--- config.mk ---
export PLATFORM = sky130hd
export DESIGN_NAME = dma_evt_tracker
export DESIGN_NICKNAME = d
export VERILOG_FILES = /design/src/rtl/dma_evt_pkg.sv /design/src/rtl/dma_evt_ctrl.sv /design/src/rtl/dma_evt_datapath.sv /design/src/rtl/dma_evt_tracker.sv
export SDC_FILE = /design/constraint.sdc
export NUM_CORES = 1
export LEC_CHECK = 0
export ABC_AREA = 1
export ABC_CLOCK_PERIOD_IN_PS = 1660
export BUFFER_PORTS_ARGS = -buffer_cell sky130_fd_sc_hd__buf_2
export CELL_PAD_IN_SITES_DETAIL_PLACEMENT = 1
export CELL_PAD_IN_SITES_GLOBAL_PLACEMENT = 1
export CORE_ASPECT_RATIO = 1.75
export CORE_UTILIZATION = 27
export CTS_CLUSTER_DIAMETER = 200
export DETAILED_ROUTE_END_ITERATION = 12
export PLACE_DENSITY_LB_ADDON = 0.1
export SYNTH_ARGS = -nofsm -noshare
export SYNTH_HDL_FRONTEND = slang
export SYNTH_SLANG_ARGS = --single-unit
--- constraint.sdc ---
create_clock -name clk -period 1.66 [get_ports clk]
set_input_delay 0.166 -clock clk [delete_from_list [all_inputs] [get_ports clk]]
set_output_delay 0.166 -clock clk [all_outputs]
set_load 0.01 [all_outputs]
--- src/rtl/dma_evt_pkg.sv ---
package dma_evt_pkg;

  typedef enum logic [1:0] {
    RD_NONE = 2'd0,
    RD_PRI  = 2'd1,
    RD_SEC  = 2'd2
  } rdSel_e;

  // Strobes the control sends to the datapath each cycle.
  typedef struct packed {
    logic [7:0] clrMask;     // channels to clear (software or completion)
    logic [7:0] acceptMask;  // channel taken by the queue this cycle
    rdSel_e     rdSel;       // register captured into read data
  } evtStrobe_t;

endpackage

--- src/rtl/dma_evt_ctrl.sv ---
module dma_evt_ctrl
  import dma_evt_pkg::*;
#(
  parameter int NUM_CH   = 8,
  parameter int ADDR_W   = 16,
  parameter int DATA_W   = 32,
  parameter logic [ADDR_W-1:0] PRI_ADDR = 16'h1080,
  parameter logic [ADDR_W-1:0] SEC_ADDR = 16'h1090,
  parameter logic [ADDR_W-1:0] CLR_ADDR = 16'h1094,
  localparam int CH_W = $clog2(NUM_CH)
) (
  input  logic              clk,
  input  logic              rstN,
  input  logic [NUM_CH-1:0] priBits,
  input  logic [NUM_CH-1:0] secBits,
  input  logic [NUM_CH-1:0] doneIn,
  input  logic              pushReady,
  output logic              pushValid,
  output logic [CH_W-1:0]   pushChan,
  input  logic [ADDR_W-1:0] busAddr,
  input  logic              busWe,
  input  logic [DATA_W-1:0] busWdata,
  input  logic              busRe,
  output evtStrobe_t        strobe
);

  logic [NUM_CH-1:0] candMask;
  logic [NUM_CH-1:0] swClr;
  logic [NUM_CH-1:0] acceptMask;
  logic [CH_W-1:0]   pickIdx;

  assign candMask = priBits & ~secBits;

  // Fixed priority: the lowest-numbered candidate wins.
  always_comb begin
    pickIdx = '0;
    for (int i = NUM_CH - 1; i >= 0; i--) begin
      if (candMask[i]) pickIdx = CH_W'(i);
    end
  end

  assign pushValid = |candMask;
  assign pushChan  = pickIdx;

  always_comb begin
    acceptMask = '0;
    if (pushValid && pushReady) acceptMask[pickIdx] = 1'b1;
  end

  assign swClr = (busWe && busAddr == CLR_ADDR) ? busWdata[NUM_CH-1:0] : '0;

  always_comb begin
    strobe            = '0;
    strobe.clrMask    = swClr | doneIn;
    strobe.acceptMask = acceptMask;
    strobe.rdSel      = RD_NONE;
    if (busRe) begin
      if (busAddr == PRI_ADDR)      strobe.rdSel = RD_PRI;
      else if (busAddr == SEC_ADDR) strobe.rdSel = RD_SEC;
    end
  end

  // an offered channel is pending and not yet queued
  assert_offer_unqueued_R4: assert property (@(posedge clk) disable iff (!rstN)
    pushValid |-> (priBits[pushChan] && !secBits[pushChan]));

  // an accepted channel shows up as queued at the next edge
  assert_accept_marks_R4: assert property (@(posedge clk) disable iff (!rstN)
    (pushValid && pushReady && !strobe.clrMask[pushChan]) |=> secBits[$past(pushChan)]);

endmodule

--- src/rtl/dma_evt_datapath.sv ---
module dma_evt_datapath
  import dma_evt_pkg::*;
#(
  parameter int NUM_CH = 8,
  parameter int DATA_W = 32
) (
  input  logic              clk,
  input  logic              rstN,
  input  logic [NUM_CH-1:0] trigIn,
  input  evtStrobe_t        strobe,
  output logic [NUM_CH-1:0] priBits,
  output logic [NUM_CH-1:0] secBits,
  output logic [DATA_W-1:0] rdData
);

  logic [NUM_CH-1:0] clrMask;
  logic [NUM_CH-1:0] acceptMask;

  assign clrMask    = strobe.clrMask[NUM_CH-1:0];
  assign acceptMask = strobe.acceptMask[NUM_CH-1:0];

  // One status pair per channel; a clear overrides any set.
  for (genvar g = 0; g < NUM_CH; g++) begin : g_chan
    always_ff @(posedge clk) begin
      if (!rstN) begin
        priBits[g] <= 1'b0;
        secBits[g] <= 1'b0;
      end else if (clrMask[g]) begin
        priBits[g] <= 1'b0;
        secBits[g] <= 1'b0;
      end else begin
        if (trigIn[g])     priBits[g] <= 1'b1;
        if (acceptMask[g]) secBits[g] <= 1'b1;
      end
    end
  end

  always_ff @(posedge clk) begin
    if (!rstN) begin
      rdData <= '0;
    end else begin
      unique case (strobe.rdSel)
        RD_PRI:  rdData <= DATA_W'(priBits);
        RD_SEC:  rdData <= DATA_W'(secBits);
        default: rdData <= '0;
      endcase
    end
  end

  // a channel can only be queued while it is pending
  assert_sec_needs_pri_R4: assert property (@(posedge clk) disable iff (!rstN)
    (secBits & ~priBits) == '0);

  // cleared channels end with both bits low, whatever else arrived
  assert_clear_wins_R6: assert property (@(posedge clk) disable iff (!rstN)
    (clrMask != '0) |=> (((priBits | secBits) & $past(clrMask)) == '0));

  // an uncleared trigger leaves its pending bit set
  assert_trig_sets_R2: assert property (@(posedge clk) disable iff (!rstN)
    ((trigIn & ~clrMask) != '0) |=> ((priBits & $past(trigIn & ~clrMask)) == $past(trigIn & ~clrMask)));

  // no read in the previous cycle means zero read data
  assert_idle_rdata_R8: assert property (@(posedge clk) disable iff (!rstN)
    (strobe.rdSel == RD_NONE) |=> (rdData == '0));

endmodule

--- src/rtl/dma_evt_tracker.sv ---
module dma_evt_tracker
  import dma_evt_pkg::*;
#(
  parameter int NUM_CH   = 8,
  parameter int ADDR_W   = 16,
  parameter int DATA_W   = 32,
  parameter logic [ADDR_W-1:0] PRI_ADDR = 16'h1080,
  parameter logic [ADDR_W-1:0] SEC_ADDR = 16'h1090,
  parameter logic [ADDR_W-1:0] CLR_ADDR = 16'h1094,
  localparam int CH_W = $clog2(NUM_CH)
) (
  input  logic              clk,
  input  logic              rstN,
  input  logic [NUM_CH-1:0] trigIn,
  input  logic [NUM_CH-1:0] doneIn,
  output logic              pushValid,
  output logic [CH_W-1:0]   pushChan,
  input  logic              pushReady,
  input  logic [ADDR_W-1:0] busAddr,
  input  logic              busWe,
  input  logic [DATA_W-1:0] busWdata,
  input  logic              busRe,
  output logic [DATA_W-1:0] busRdata
);

  logic [NUM_CH-1:0] priBits;
  logic [NUM_CH-1:0] secBits;
  evtStrobe_t        strobe;

  dma_evt_ctrl #(
    .NUM_CH(NUM_CH), .ADDR_W(ADDR_W), .DATA_W(DATA_W),
    .PRI_ADDR(PRI_ADDR), .SEC_ADDR(SEC_ADDR), .CLR_ADDR(CLR_ADDR)
  ) u_ctrl (
    .clk(clk), .rstN(rstN), .priBits(priBits), .secBits(secBits),
    .doneIn(doneIn), .pushReady(pushReady), .pushValid(pushValid),
    .pushChan(pushChan), .busAddr(busAddr), .busWe(busWe),
    .busWdata(busWdata), .busRe(busRe), .strobe(strobe)
  );

  dma_evt_datapath #(.NUM_CH(NUM_CH), .DATA_W(DATA_W)) u_dp (
    .clk(clk), .rstN(rstN), .trigIn(trigIn), .strobe(strobe),
    .priBits(priBits), .secBits(secBits), .rdData(busRdata)
  );

  // with nothing arriving, a stalled offer holds
  assert_offer_holds_R10: assert property (@(posedge clk) disable iff (!rstN)
    (pushValid && !pushReady && trigIn == '0 && doneIn == '0 &&
     !(busWe && busAddr == CLR_ADDR)) |=> (pushValid && $stable(pushChan)));

endmodule

==> impl_results.md <==
* Vias in the first global route at about 1300
* Yosys top cell by area: dfxtp_1
* Outcome: finished clean
* TritonCTS buffer count at 3
* Share of cells above drive strength 1 at 0.294
* GR Overflow Total at 0
* Setup CP Type: reg -> out
* 1st-iter DRT viols at 23
* Commonest non-fill, non-tap cell in the layout: buf_2
* FP Rows at 33
* Slew of the pin with the lowest slew margin at between 500 and 600 ps
* Die Y at around 96 microns
* Max cap viols at 0
* Distinct cell type count of the synthesized netlist at 20
* First-pass GRT wire length at 5670 microns
* Pwr Density at between 700 and 800 mW/mm^2
* Crit share post-route at 0.933
* WHS at roughly 110 ps
* Hpwl dp at 3090 microns
* Leakage at 0.873 nW
* Slew Limit Fails at 0
* YS warnings at 0
* Worst setup EP type: output port
* Initial antenna violation count at 0
* Post-layout util at 0.367
* Clock transition at path regs at 90 ps
* DR top layer: met4
* CP bufs+invs at 3
* Flops & latches, synth at 24
* Placed insts at 310
* Commonest cells after routing, fill and taps aside: buf_2, nor2_1, nand2_1
* Port bufs at 56
* Largest net degree at the start of global routing at 25
* Hold Path Class: in -> reg
* Layout net count at between 300 and 400
* Max Fclk at 0.646 GHz
* Fin crit period at 1550 ps
* GP Congestion at 0.739
* Startpoint types: register
* Area Growth Syn to Fin at 28.4%
* Synth area leaders: dfxtp_1, buf_4, nand2_1
* Met2 WL at between 2000 and 2500 microns
* GRT Total Usage at 0.138
* Core footprint at 0.00479 sq mm
* Worst skew pair latency at 270 ps
* Post-route cell area at 0.00176 sq mm
* Vias at 1457
* WL met3 at 237 microns
* Die ar. at between 0.005 and 0.006 sq mm
* Maximum VDD drop at 328 uV
* CP most frequent cell: nand2_1
* H-tree levels at 1
* CP cell instances: inv_1 > nand2_1 > nand2_1 > nand2_1 > nand2_1 > nand2_1 > nand2_1 > nand2_2 > nand2_4 > inv_1 > buf_2
* Required @ worst endpoint at 1490 ps
* Hold Vio Cnt, Final at 0
* Placed Area at 0.00165 sq mm
* Relative slew slack at 0.641
* WP data arrival at 1380 ps
* Register area share after synthesis at 0.351
* Top-area cell type share of the netlist area at 0.351
* DRC errors left at 0
* Fin Clk Skew at 2.59 ps
* Slowest stage cell, crit path: dfxtp_2
* Clock sink total at 24
* Clock Path Buffers at 2
* Max FO, Critical Path at 4
* Max stage delay on crit path at ~330 ps
* TritonCTS clock tree: yes
* Cell Area, Synth at 0.00137 sq mm
* Die W at 55.8 microns
* # fillers at 668
* CP delay by family, top: simple AND/OR/NAND/NOR gates
* DR vias/cell at 4.60
* Initial core utilization at 0.286
* Syn Inst Count at 201
* Sequential cell area at 482 sq um
* Final wirelength at between 3000 and 4000 microns
* DR WL/cell at approximately 12 microns
* 1st-pass router iterations at 4
* Area of the multi-input gates at 701 sq um
* Root Driver: clkbuf_8
* IO Count at 105
* # setup viols final at 0
* Met1 WL at ~1300 microns
* Routed Antenna Nets at 0
* N_diodes at 0
* Post-Syn Area per Cell at approximately 6.8 sq um
* Post-route insts no fill at 317
-- Yosys cell counts --
cell type   n
nor3b_4     1
buf_4      24
clkbuf_1    1
nor2_2      1
a21oi_1    16
o21ai_0     1
nand3_1    16
nand4_1    14
buf_6       1
inv_1      21
nand2_2     2
o21a_1      1
buf_2       2
conb_1      1
nor3_2      1
dfxtp_1    24
nor3_4      1
nor3_1      2
nand2_1    36
nor2_1     35
-- worst min-delay path: stages --
cell,delay [ps]
buf_2,70
nor2_1,30
nor2_1,80
-- cell type report --
class / count / area share
Multi-Input combinational cell: 151 / 0.399
Sequential cell: 24 / 0.274
Timing Repair Buffer: 65 / 0.205
Inverter: 21 / 0.0448
Tap cell: 52 / 0.0370
Clock buffer: 3 / 0.0235
Clock inverter: 1 / 0.0171
-- where the power goes --
group          total, mW  leakage [nW]  internal (mW)  switching [mW]
registers          0.597         0.195          0.588         0.00906
logic              0.236         0.642         0.0954           0.141
clock network      0.515        0.0357          0.322           0.193
-- metrics by stage --
| stage | power (mW) | setup slack (ps) | setup TNS, ps |
|---|---|---|---|
| finish | 1.35 | 111 | 0 |
| detailed placement | 0.831 | 245 | 0 |
| floorplan | 0.775 | 522 | 0 |
| global placement | 0.828 | 262 | 0 |
| CTS | 1.35 | 42.3 | 0 |
| global route | 1.41 | -23.4 | -23.4 |
-- worst paths after layout --
| kind | start | endpoint | slack [ps] | cells past startpoint |
|---|---|---|---|---|
| max reg2reg | u_dp.secBits[3] | u_dp.secBits[5] | 270 | 8 |
| min reg2reg | u_dp.secBits[4] | u_dp.secBits[4] | 480 | 2 |
| min | trigIn[4] | u_dp.priBits[4] | 110 | 3 |
| max | u_dp.secBits[6] | pushChan[0] | 110 | 11 |
-- flip-flops by register name, summed over array words and instances, names as in the netlist --
name,cells
u_dp.priBits,8
u_dp.rdData,8
u_dp.secBits,8
-- logic make-up (layout without fill, tap and decap cells) --
| group | Yosys count | after routing | share of synthesized area |
|---|---|---|---|
| buffers and inverters | 49 | 90 | 0.207 |
| and+or+nand+nor | 109 | 109 | 0.371 |
| AOI/OAI and AO/OA | 18 | 18 | 0.0676 |
| other | 1 | 24 | 0.00274 |
| DFF | 24 | 24 | 0.351 |
-- per-layer routing --
metal,vias up,track usage
met5,-,0
met4,0,0.0427
met3,5,0.0228
met2,63,0.297
met1,663,0.129
li1,726,-
-- timing repair --
action                                  CTS  global route
pin swaps                                 0             2
endpoints found under the setup margin    1             1
gates resized for setup                   2             2
hold buffers                              0             0
buffers inserted                          0             3
Note: power is estimated with default switching activity, not from simulation.
